===== src/rtl/dmairq_pkg.sv =====
package dmairq_pkg;
  typedef enum logic [2:0] {
    SEL_FLAG_CLR = 3'd0,
    SEL_DREQ     = 3'd1,
    SEL_DEN      = 3'd2,
    SEL_CNT      = 3'd3,
    SEL_ENDIE    = 3'd4,
    SEL_IE       = 3'd5,
    SEL_GIE      = 3'd6
  } reg_sel_e;

  typedef enum logic {
    XS_IDLE = 1'b0,
    XS_BUSY = 1'b1
  } xfer_st_e;
endpackage


===== src/rtl/dmairq_flag.sv =====
module dmairq_flag (
  input  logic clk_i,
  input  logic rst_ni,
  input  logic ev_i,
  input  logic busy_i,
  input  logic fin_i,
  input  logic clr_i,
  output logic flag_o,
  output logic pend_o
);
  logic set;

  // event held during a transfer re-arms the flag at completion
  assign set = ev_i | (fin_i & pend_o);

  always_ff @(posedge clk_i or negedge rst_ni) begin
    if (!rst_ni) begin
      flag_o <= 1'b0;
      pend_o <= 1'b0;
    end else begin
      if (set)        flag_o <= 1'b1;
      else if (clr_i) flag_o <= 1'b0;
      if (fin_i)               pend_o <= 1'b0;
      else if (busy_i && ev_i) pend_o <= 1'b1;
    end
  end
endmodule


===== src/rtl/dmairq_xfer.sv =====
module dmairq_xfer
  import dmairq_pkg::*;
(
  input  logic clk_i,
  input  logic rst_ni,
  input  logic go_i,
  input  logic done_i,
  output logic busy_o,
  output logic fin_o,
  output logic start_o
);
  xfer_st_e st_q;

  assign busy_o = (st_q == XS_BUSY);
  assign fin_o  = busy_o & done_i;

  always_ff @(posedge clk_i or negedge rst_ni) begin
    if (!rst_ni) begin
      st_q    <= XS_IDLE;
      start_o <= 1'b0;
    end else begin
      start_o <= 1'b0;
      case (st_q)
        XS_IDLE: if (go_i) begin
          st_q    <= XS_BUSY;
          start_o <= 1'b1;
        end
        default: if (done_i) st_q <= XS_IDLE;
      endcase
    end
  end
endmodule


===== src/rtl/dmairq_tc.sv =====
module dmairq_tc #(
  parameter int unsigned CNT_W = 8
) (
  input  logic             clk_i,
  input  logic             rst_ni,
  input  logic             load_i,
  input  logic [CNT_W-1:0] load_val_i,
  input  logic             dec_i,
  output logic [CNT_W-1:0] cnt_o,
  output logic             last_o
);
  localparam logic [CNT_W-1:0] ONE = CNT_W'(1);

  assign last_o = (cnt_o <= ONE);

  always_ff @(posedge clk_i or negedge rst_ni) begin
    if (!rst_ni)                     cnt_o <= '0;
    else if (load_i)                 cnt_o <= load_val_i;
    else if (dec_i && cnt_o != '0)   cnt_o <= cnt_o - ONE;
  end
endmodule


===== src/rtl/dmairq_gate.sv =====
module dmairq_gate (
  input  logic clk_i,
  input  logic rst_ni,
  input  logic flag_i,
  input  logic ie_i,
  input  logic gie_i,
  input  logic dma_route_i,
  input  logic busy_i,
  output logic irq_o
);
  always_ff @(posedge clk_i or negedge rst_ni) begin
    if (!rst_ni) irq_o <= 1'b0;
    else         irq_o <= flag_i & ie_i & gie_i & ~dma_route_i & ~busy_i;
  end
endmodule


===== src/rtl/dmairq_seq.sv =====
module dmairq_seq
  import dmairq_pkg::*;
#(
  parameter int unsigned CNT_W = 8
) (
  input  logic             clk_i,
  input  logic             rst_ni,
  input  logic             factor_i,
  input  logic             wr_en_i,
  input  logic [2:0]       wr_sel_i,
  input  logic [CNT_W-1:0] wr_data_i,
  output logic             dma_start_o,
  input  logic             dma_done_i,
  output logic             irq_o,
  output logic             flag_o,
  output logic             dreq_o,
  output logic             den_o,
  output logic [CNT_W-1:0] cnt_o
);
  logic busy, fin, pend, last;
  logic endie_q, ie_q, gie_q;
  logic term_keep, term_drop, flag_clr, go;
  logic wr_flag, wr_dreq, wr_den, wr_cnt, wr_endie, wr_ie, wr_gie;

  assign wr_flag  = wr_en_i && (wr_sel_i == SEL_FLAG_CLR) && wr_data_i[0];
  assign wr_dreq  = wr_en_i && (wr_sel_i == SEL_DREQ);
  assign wr_den   = wr_en_i && (wr_sel_i == SEL_DEN);
  assign wr_cnt   = wr_en_i && (wr_sel_i == SEL_CNT);
  assign wr_endie = wr_en_i && (wr_sel_i == SEL_ENDIE);
  assign wr_ie    = wr_en_i && (wr_sel_i == SEL_IE);
  assign wr_gie   = wr_en_i && (wr_sel_i == SEL_GIE);

  assign term_keep = fin & last & endie_q;
  assign term_drop = fin & last & ~endie_q;
  assign flag_clr  = wr_flag | (fin & ~term_keep);
  assign go        = flag_o & dreq_o & den_o;

  always_ff @(posedge clk_i or negedge rst_ni) begin
    if (!rst_ni) begin
      dreq_o  <= 1'b0;
      den_o   <= 1'b0;
      endie_q <= 1'b0;
      ie_q    <= 1'b0;
      gie_q   <= 1'b0;
    end else begin
      if (wr_dreq)        dreq_o <= wr_data_i[0];
      else if (term_keep) dreq_o <= 1'b0;
      if (wr_den)         den_o  <= wr_data_i[0];
      else if (term_drop) den_o  <= 1'b0;
      if (wr_endie) endie_q <= wr_data_i[0];
      if (wr_ie)    ie_q    <= wr_data_i[0];
      if (wr_gie)   gie_q   <= wr_data_i[0];
    end
  end

  dmairq_flag u_flag (
    .clk_i  (clk_i),
    .rst_ni (rst_ni),
    .ev_i   (factor_i),
    .busy_i (busy),
    .fin_i  (fin),
    .clr_i  (flag_clr),
    .flag_o (flag_o),
    .pend_o (pend)
  );

  dmairq_xfer u_xfer (
    .clk_i   (clk_i),
    .rst_ni  (rst_ni),
    .go_i    (go),
    .done_i  (dma_done_i),
    .busy_o  (busy),
    .fin_o   (fin),
    .start_o (dma_start_o)
  );

  dmairq_tc #(.CNT_W(CNT_W)) u_tc (
    .clk_i      (clk_i),
    .rst_ni     (rst_ni),
    .load_i     (wr_cnt),
    .load_val_i (wr_data_i),
    .dec_i      (fin),
    .cnt_o      (cnt_o),
    .last_o     (last)
  );

  dmairq_gate u_gate (
    .clk_i       (clk_i),
    .rst_ni      (rst_ni),
    .flag_i      (flag_o),
    .ie_i        (ie_q),
    .gie_i       (gie_q),
    .dma_route_i (dreq_o & den_o),
    .busy_i      (busy),
    .irq_o       (irq_o)
  );
endmodule


===== config.mk =====
export PLATFORM = sky130hd
export DESIGN_NAME = dmairq_seq
export DESIGN_NICKNAME = d
export VERILOG_FILES = /design/src/rtl/dmairq_pkg.sv /design/src/rtl/dmairq_flag.sv /design/src/rtl/dmairq_xfer.sv /design/src/rtl/dmairq_tc.sv /design/src/rtl/dmairq_gate.sv /design/src/rtl/dmairq_seq.sv
export SDC_FILE = /design/constraint.sdc
export NUM_CORES = 1
export LEC_CHECK = 0
export ABC_AREA = 1
export CORE_ASPECT_RATIO = 0.75
export CORE_MARGIN = 4
export CORE_UTILIZATION = 38
export DETAILED_ROUTE_END_ITERATION = 12
export SLEW_MARGIN = 20
export SYNTH_ARGS = -nofsm -noshare
export SYNTH_HDL_FRONTEND = slang
export SYNTH_SLANG_ARGS = --single-unit

===== constraint.sdc =====
create_clock -name clk_i -period 3 [get_ports clk_i]
set_input_delay 0.6 -clock clk_i [delete_from_list [all_inputs] [get_ports clk_i]]
set_output_delay 0.6 -clock clk_i [all_outputs]
set_load 0.1 [all_outputs]

==> results of run 1 <==
layer usage:
metal	GRT usage (%)	vias to the layer above	wire [um]
met5	0	-	0
met4	3.50	0	14
met3	3.49	2	133
met2	22.4	30	1030
met1	19.8	428	1300
li1	-	532	-
final cells by class:
class | instances | share of cell area (%)
clock buffer | 3 | 2.92
inverter | 23 | 6.10
multi-input combinational | 105 | 38.5
sequential | 18 | 31.8
tap | 36 | 3.18
timing repair buffer | 28 | 17.5
cells by family (layout without fill, tap and decap cells):
| family | count (synthesis) | in the layout | synth area share [%] |
|---|---|---|---|
| AND/OR/NAND/NOR | 80 | 80 | 33.3 |
| buffers and inverters | 25 | 54 | 9.86 |
| adder cells (fa/ha/maj) | 3 | 3 | 3.40 |
| flip-flops | 18 | 18 | 40.8 |
| AO/OA/AOI/OAI | 22 | 22 | 12.6 |
path summary, 6_finish.rpt:
kind	start	endpoint	slack, ns	cells after the start
setup / recovery	wr_en_i	u_tc.cnt_o[4]	1.13	8
hold / removal	endie_q	endie_q	0.50	2
setup reg to reg	u_tc.cnt_o[0]	u_tc.cnt_o[4]	1.38	7
hold reg to reg	endie_q	endie_q	0.50	2
max in group asynchronous	rst_ni	u_flag.pend_o	1.66	1
min in group asynchronous	rst_ni	ie_q	0.82	1
worst register-to-register path: cells and delay by family, from the launching register on:
kind	cells	cell delay (ns)
AO/OA/AOI/OAI	2	0.37
adder cells (fa/ha/maj)	1	0.19
buffers and inverters	1	0.17
flip-flops	1	0.41
AND/OR/NAND/NOR	3	0.36
flip-flops by register name (all words and copies together) (netlist names):
signal / count
u_xfer.start_o: 1
u_tc.cnt_o: 8
u_gate.irq_o: 1
u_flag.pend_o: 1
u_flag.flag_o: 1
ie_q: 1
gie_q: 1
den_o: 1
endie_q: 1
u_xfer.busy_o: 1
dreq_o: 1
power groups by stage:
stage / Clock, mW / Sequential, mW / Combinational [mW]
after floorplan: 0 / 0.881 / 0.357
after global placement: 0 / 0.417 / 1.04
after detailed placement: 0 / 0.419 / 1.04
after CTS: 0.171 / 0.414 / 1.05
after global routing: 0.181 / 0.427 / 1.13
final: 0.166 / 0.413 / 1.05
synth_stat cells:
library cell,n,area [um^2]
o21ai_1,1,5.00
or2_2,1,6.26
buf_6,2,22.5
nand2_1,35,131
ha_1,3,37.5
nor2_2,1,6.26
o22ai_1,1,6.26
o21bai_1,1,7.51
or2_0,1,6.26
nand3b_1,1,7.51
a31oi_1,2,12.5
dfrtp_1,18,450
inv_1,21,78.8
inv_2,1,3.75
nand3_2,2,20.0
o21ai_4,1,16.3
nor2_1,17,63.8
a21oi_1,2,10.0
o21ai_2,3,26.3
nand2_2,2,12.5
nand4_1,1,6.26
nor2_4,2,22.5
clkinv_1,1,3.75
o21ai_0,11,55.1
nand3_1,17,85.1
through the flow:
step / util, % / hold slack [ns]
after floorplan: - / 0.304
after global placement: 51.2 / 0.485
after detailed placement: 51.2 / 0.492
after CTS: 52.8 / 0.509
after global routing: 52.8 / 0.560
final: 52.8 / 0.502
==> run summary, run 1 <==
Final min period: 1.87 ns
Worst-path clk slew: 0.07 ns
Via count: 992
Core box area: 2680 um^2
H-tree levels: 1
Net count, final: 198
1st-iter DRT viols: 49
Buffers added on ports: 28
Placer congestion estimate: 0.907
Vias per cell: 4.66
Worst min path class: reg2reg
Setup bufs post-CTS: 0
Cell-internal power: 0.669 mW
CP cell instances: clkdlybuf4s50_1, inv_2, nor2_4, nand3_2, clkinv_1, nor2_1, o21ai_1, nand2_1
Filler Cell Count: 277
Synth Cell Area: 1100 um^2
Final setup fails: 0
Number of synthesized register bits: 18
TritonCTS buffer count: 3
Crit-path max FO: 13
Combinational share of power: 64.4%
Clock sink count: 18
Die area: 3840 um^2
Max-Cap Viols: 0
Die height: 54.7 um
Tcrit/Tclk final: 62.2%
Total Power: 1.62 mW
CP top delay family: buffers and inverters
Post-route DRC violation count: 0
Number of global-route vias before repair: 975
Sw Ratio: 58.8%
Max VDD drop: 0.000496 V
Gr ovfl total: 0
# rows: 16
Relative slew slack: 44.9%
Yosys warns: 0
Post-route setup TNS: 0 ns
ANT cells: 0
Share of layout cells above drive strength 1: 16.4%
Maximum clock rate: 0.536 GHz
Final WL: 2470 um
Commonest non-fill, non-tap cell in the layout: nand2_1
DRT Pass-1 Iters: 4
Worst slew pin tran: 0.824 ns
Endpoints failing hold: 0
Cell Area, Placed: 1370 um^2
Die width: 70.2 um
Worst Setup Start Kind: input port
Initial antenna violation count: 0
Most frequent cells in the layout: nand2_1, inv_1, dfrtp_1, nand3_1, nor2_1
Non-Filler Instances: 213
RSZ-0062 raised after global routing: false
Syn Inst Count: 148
P&R area growth vs syn: 28.2%
CTS Hold Bufs: 0
CTS resizes: 0
I/O pin total: 29
Data arrival time of the worst path: 2.00 ns
CTS tree: yes
Design Area, Final: 1420 um^2
Sequential fraction of design power: 25.4%
Initial Utilization: 41.1%
CP endpoint kind: register
Fin worst setup slack: 1.13 ns
Largest net degree at the start of global routing: 19
Fin Clk Skew: 0.00709 ns
Register area share after synthesis: 40.8%
Avg Cell Area, Syn: 7.46 um^2
Net switching power: 0.956 mW
Clock Latency Late Sink: 0.25 ns
First-pass GRT wire length: 4300 um
Leak Pwr: 0.714 nW
CP max-delay cell: clkdlybuf4s50_1
CTS root buffer: clkbuf_8
Final Max Slew Viols: 0
CTS Buffer Depth: 2
Pwr dens: 1150 nW/um^2
Multi-input logic area: 544 um^2
Netlist cell types: 25
Reg area: 450 um^2
CP peak stage delay: 0.49 ns
Total GRT Usage: 14.2%
Syn nets: 167
Routed WL per cell: 11.6 um
CP Buf/Inv Count: 3
Setup CP Type: in2reg
DP HPWL: 1970 um
Status: completed
Placed Instances: 210
Place WS: 0.889 ns
CP Data Required Time: 3.13 ns
Antenna Violating Nets Remaining: 0
Clock network power share: 10.2%
(Power assumes the default switching activity.)
==> inputs of run 2 (changes only) <==
==> constraint.sdc (replaced) <==
create_clock -name clk_i -period 1.85 [get_ports clk_i]
set_input_delay 0.37 -clock clk_i [delete_from_list [all_inputs] [get_ports clk_i]]
set_output_delay 0.37 -clock clk_i [all_outputs]
set_load 0.1 [all_outputs]
==> run 2 against run 1 <==
Critical endpoint is now u_tc.cnt_o[6]; non-clock buffer count increased by 3; highest routed layer unchanged; combinational power is 88% higher; wire length increased by 2.6%; largest cell class unchanged; critical path type is now reg2reg; die area stayed put; via count grew 4.2%; design area increased by 14%; first-iteration DRC count grew 80%.
==> run summary, run 2 (same netlist as run 1, synthesis figures left out) <==
Reg-to-reg endpoint: u_tc.cnt_o[6]
Worst slew pin tran: 0.296 ns (-0.527 ns)
H-tree levels: 1 (unchanged)
Clock Latency Late Sink: 0.25 ns (about the same)
CP peak stage delay: 0.45 ns (-0.04 ns)
Initial Utilization: 41.1% (unchanged)
Leak Pwr: 0.777 nW (+8.9%)
First-pass GRT wire length: 4400 um (+2.3%)
Final Max Slew Viols: 0 (unchanged)
Final setup fails: 0 (unchanged)
Largest register FFs: 8 (unchanged)
Largest net degree at the start of global routing: 19 (unchanged)
# rows: 16 (unchanged)
Clock sink count: 18 (unchanged)
Max-Cap Viols: 0 (unchanged)
Register-to-Register Path Depth: 7 (unchanged)
Post-route DRC violation count: 0 (unchanged)
CP max-delay cell: dfrtp_2
RSZ-0062 raised after global routing: false
CP Data Required Time: 1.98 ns (-1.15 ns)
CTS Hold Bufs: 0 (unchanged)
P&R area growth vs syn: 45.6%
Via count: 1034 (+4.2%)
Crit-path max FO: 11 (-2)
Antenna Violating Nets Remaining: 0 (unchanged)
WHS: 0.435 ns (-0.0670 ns)
Die area: 3840 um^2 (unchanged)
CTS tree: yes
CTS Buffer Depth: 2 (unchanged)
Max VDD drop: 0.00100 V (+100%)
Worst-path clk slew: 0.07 ns (about the same)
Setup bufs post-CTS: 0 (unchanged)
CTS resizes: 0 (unchanged)
Worst Setup Start Kind: register
Routed WL per cell: 11.7 um (+0.74%)
Die height: 54.7 um (unchanged)
Vias per cell: 4.76 (+2.3%)
Number of global-route vias before repair: 967 (-0.82%)
CP endpoint kind: register
Fin Clk Skew: 0.00798 ns (+0.000886 ns)
Cell Area, Placed: 1560 um^2 (+14%)
Largest reg by FF count: u_tc.cnt_o
DR top layer: met4
Post-route setup TNS: 0 ns (unchanged)
Routed met3 length: 143 um (+7.5%)
Die width: 70.2 um (unchanged)
Placer congestion estimate: 0.852 (-6.1%)
Total GRT Usage: 14.7% (+0.49 points)
Buffers added on ports: 28 (unchanged)
I/O pin total: 29 (unchanged)
Pwr dens: 1850 nW/um^2 (+61%)
Status: completed
Gr ovfl total: 0 (unchanged)
TritonCTS buffer count: 3 (unchanged)
Net count, final: 201 (+1.5%)
R2R setup slack: 0.21 ns (-1.17 ns)
Data arrival time of the worst path: 1.76 ns (-0.24 ns)
CP cell instances: inv_1, ha_1, nand2_2, o21ai_4, nand2_2, nand3_1, nand3_1
Final WL: 2540 um (+2.6%)
Design Area, Final: 1610 um^2 (+14%)
Commonest non-fill, non-tap cell in the layout: nand2_1
Met2 WL: 1120 um (+9.0%)
ANT cells: 0 (unchanged)
Core box area: 2680 um^2 (unchanged)
Most frequent cells in the layout: nand2_1, inv_1, nand3_1, nor2_1, dfrtp_1
Maximum clock rate: 0.611 GHz
DRT Pass-1 Iters: 4 (unchanged)
Met1 WL: 1260 um (-3.0%)
1st-iter DRT viols: 88 (+80%)
Relative slew slack: 80.2% (+35 points)
Endpoints failing hold: 0 (unchanged)
Final min period: 1.64 ns
Worst r2r src: u_tc.cnt_o[0]
DP HPWL: 2080 um (+5.6%)
Worst min path class: in2async
Setup CP Type: reg2reg
Share of layout cells above drive strength 1: 18.8% (+2.4 points)
Initial antenna violation count: 0 (unchanged)
Tcrit/Tclk final: 88.5%
CTS root buffer: clkbuf_8
-- run 2: worst max-delay path by stage --
stage / start / endpoint / cells after the start
CTS: u_tc.cnt_o[0] / u_tc.cnt_o[6] / 7
finish: u_tc.cnt_o[0] / u_tc.cnt_o[6] / 7
detailed placement: wr_sel_i[2] / u_tc.cnt_o[6] / 7
global placement: wr_en_i / u_tc.cnt_o[7] / 7
global route: u_tc.cnt_o[0] / u_tc.cnt_o[6] / 7
floorplan: u_tc.cnt_o[2] / u_tc.cnt_o[7] / 7
-- run 2: layout make-up --
class | instances | area (um^2)
Fill cell | 242 | 1080
Multi-Input combinational cell | 105 | 544
Sequential cell | 18 | 453
Timing Repair Buffer | 31 | 433
Inverter | 23 | 86.3
Clock buffer | 4 | 45.0
Tap cell | 36 | 45.0
-- run 2: critical path, delay by kind of cell, from the launching register on --
family	cells	cell delay, ns
simple gates	4	0.48
flops	1	0.45
compound gates	1	0.23
fa+ha+maj	1	0.19
buf+inv	1	0.17
-- run 2: power breakdown --
group | switching (mW) | internal (mW)
Combinational | 1.29 | 0.679
Sequential | 0.200 | 0.535
Clock | 0.122 | 0.153
Total | 1.61 | 1.37
-- run 2: per-layer routing --
layer  track usage (%)  up-vias
met5                 0        -
met2              22.8       30
met1              20.7      462
met3              4.04        2
met4              2.87        0
li1                  -      540
-- run 2: stage by stage --
stage	power [mW]	worst slack [ns]	std cells	util, %
2_1_floorplan	2.01	0.0934	148	-
3_3_place_gp	2.70	0.0745	213	58.2
3_5_place_dp	2.71	0.0233	213	58.2
4_1_cts	3.00	0.188	217	59.9
5_1_grt	3.17	0.0375	217	59.9
6_report	2.98	0.213	217	59.9
==> inputs of run 3 (changes only) <==
--- a/config.mk
+++ b/config.mk
@@ -10,7 +10,9 @@
 export CORE_MARGIN = 4
 export CORE_UTILIZATION = 38
 export DETAILED_ROUTE_END_ITERATION = 12
+export REMOVE_ABC_BUFFERS = 1
 export SLEW_MARGIN = 20
 export SYNTH_ARGS = -nofsm -noshare
 export SYNTH_HDL_FRONTEND = slang
 export SYNTH_SLANG_ARGS = --single-unit
+export TNS_END_PERCENT = 50
==> run 3 against run 2 <==
Count of clock-buffer cells in the layout unchanged; combinational power is essentially flat; register-to-register slack got worse by 0.04 ns; highest routed layer unchanged; design area unchanged; critical path type unchanged; final cell count down 0.46%; critical endpoint unchanged; sequential share of layout area fell by 0.16 points; first-iteration DRC count down 8.0%.
==> run summary, run 3 (same netlist as run 1, synthesis figures left out) <==
Buffers added on ports: 28 (unchanged)
CTS Buffer Depth: 2 (unchanged)
CP Data Required Time: 1.99 ns (about the same)
Data arrival time of the worst path: 1.81 ns (+0.05 ns)
Worst-path clk slew: 0.07 ns (about the same)
Pwr dens: 1890 nW/um^2 (+1.9%)
Clock Latency Late Sink: 0.26 ns (about the same)
Via count: 1027 (-0.68%)
RSZ-0062 raised after global routing: false
CP top delay family: simple AND/OR/NAND/NOR gates
Max VDD drop: 0.00143 V (+43%)
Final WL: 2700 um (+6.3%)
CTS Hold Bufs: 0 (unchanged)
DP HPWL: 2140 um (+2.7%)
First-pass GRT wire length: 4440 um (+1.1%)
Clock sink count: 18 (unchanged)
Largest reg by FF count: u_tc.cnt_o
Core box area: 2680 um^2 (unchanged)
DRT Pass-1 Iters: 4 (unchanged)
Largest register FFs: 8 (unchanged)
Initial Utilization: 41.1% (unchanged)
CTS root buffer: clkbuf_8
Worst setup endpoint: u_tc.cnt_o[6]
Vias per cell: 4.75 (-0.22%)
P&R area growth vs syn: 45.6% (unchanged)
Worst Setup Start Kind: register
R2R setup slack: 0.18 ns (-0.04 ns)
TritonCTS buffer count: 3 (unchanged)
WP depth: 7 (unchanged)
CP Buf/Inv Count: 1 (unchanged)
CTS resizes: 0 (unchanged)
H-tree levels: 1 (unchanged)
CP startpoint: u_tc.cnt_o[0]
Maximum clock rate: 0.597 GHz (-2.2%)
1st-iter DRT viols: 81 (-8.0%)
ANT cells: 0 (unchanged)
Worst r2r src: u_tc.cnt_o[0]
Status: completed
Final core utilization: 59.9% (unchanged)
Die area: 3840 um^2 (unchanged)
Post-route DRC violation count: 0 (unchanged)
Filler Cell Count: 256 (+5.8%)
Number of global-route vias before repair: 959 (-0.83%)
Placer congestion estimate: 0.828 (-2.8%)
Share of layout cells above drive strength 1: 17.8% (-1.0 points)
I/O pin total: 29 (unchanged)
Total GRT Usage: 15.3% (+0.53 points)
CP endpoint kind: register
Final min period: 1.67 ns (+0.0375 ns)
Commonest non-fill, non-tap cell in the layout: nand2_1
Worst slew pin tran: 0.290 ns (-0.00592 ns)
# rows: 16 (unchanged)
Worst min path class: in2async
Reg-to-reg endpoint: u_tc.cnt_o[6]
Die height: 54.7 um (unchanged)
Initial antenna violation count: 0 (unchanged)
Largest net degree at the start of global routing: 19 (unchanged)
Routed WL per cell: 12.5 um (+6.8%)
Crit-path max FO: 11 (unchanged)
Final setup fails: 0 (unchanged)
Most frequent cells in the layout: nand2_1, inv_1, dfrtp_1, nand3_1, nor2_1
Max-Cap Viols: 0 (unchanged)
Relative slew slack: 80.6% (+0.32 points)
CP cell instances: inv_1, ha_1, nand2_2, o21ai_4, nand2_2, nand3_1, nand3_1
Antenna Violating Nets Remaining: 0 (unchanged)
Final Max Slew Viols: 0 (unchanged)
Die width: 70.2 um (unchanged)
Leak Pwr: 0.781 nW (+0.53%)
CP max-delay cell: dfrtp_1
Setup bufs post-CTS: 0 (unchanged)
CTS tree: yes
Net count, final: 200 (-0.50%)
Fin Clk Skew: 0.00358 ns (-0.00439 ns)
Tcrit/Tclk final: 90.5% (+2.0 points)
WHS: 0.439 ns (+0.00412 ns)
CP peak stage delay: 0.44 ns (about the same)
Register-to-Register Path Depth: 7 (unchanged)
Endpoints failing hold: 0 (unchanged)
Setup CP Type: reg2reg
Gr ovfl total: 0 (unchanged)
[run 3: changes by cell type in the layout (fill, tap and decap cells not counted)]
cell and delta:
clkbuf_8 +1, dfrtp_1 +2, dfrtp_2 -2, buf_4 -1, clkbuf_1 -1
[run 3: metal layers]
metal  up-vias  share of wire [%]  GRT usage [%]
li1        534                  -              -
met1       463                 47           20.1
met2        28                 44           23.0
met3         2                8.3           5.50
met4         0               0.52           6.05
met5         -                  0              0
[run 3: cell type report]
cell class / instances / area (um^2) / share of cell area, %
clock buffers: 4 / 55.1 / 3.43
inverters: 23 / 86.3 / 5.37
multi-input cells: 105 / 544 / 33.9
flip-flops and latches: 18 / 450 / 28.0
well taps: 36 / 45.0 / 2.80
repair buffers: 30 / 425 / 26.5
[run 3: worst min path at each step]
stage	depth (start not counted)	to	slack (ns)	start
floorplan	0	den_o	0.07	rst_ni
global placement	2	endie_q	0.50	endie_q
detailed placement	2	endie_q	0.51	endie_q
CTS	2	u_tc.cnt_o[6]	0.45	rst_ni
global route	2	dreq_o	0.47	rst_ni
finish	2	dreq_o	0.44	rst_ni
[run 3: worst reg2reg max path: stages (launching register included)]
cell	delay [ns]
dfrtp_1	0.44
inv_1	0.19
ha_1	0.19
nand2_2	0.07
o21ai_4	0.24
nand2_2	0.23
nand3_1	0.13
nand3_1	0.07
[run 3: per-stage QoR]
stage | cells | area [um^2] | total power, mW | setup slack, ns | TNS [ns]
final | 216 | 1610 | 3.03 | 0.176 | 0
after detailed placement | 212 | 1550 | 2.71 | 0.0241 | 0
after global routing | 216 | 1610 | 3.21 | 0.0730 | 0
after global placement | 212 | 1550 | 2.69 | 0.0770 | 0
after CTS | 216 | 1610 | 3.05 | 0.194 | 0
after floorplan | 146 | 1080 | 2.00 | -0.215 | -1.51
[run 3: power breakdown]
group | internal (mW) | total [mW] | leakage, nW | switching (mW)
logic | 0.677 | 1.98 | 0.530 | 1.30
clock network | 0.189 | 0.326 | 0.0288 | 0.137
registers | 0.530 | 0.729 | 0.222 | 0.198
total | 1.40 | 3.03 | 0.781 | 1.63
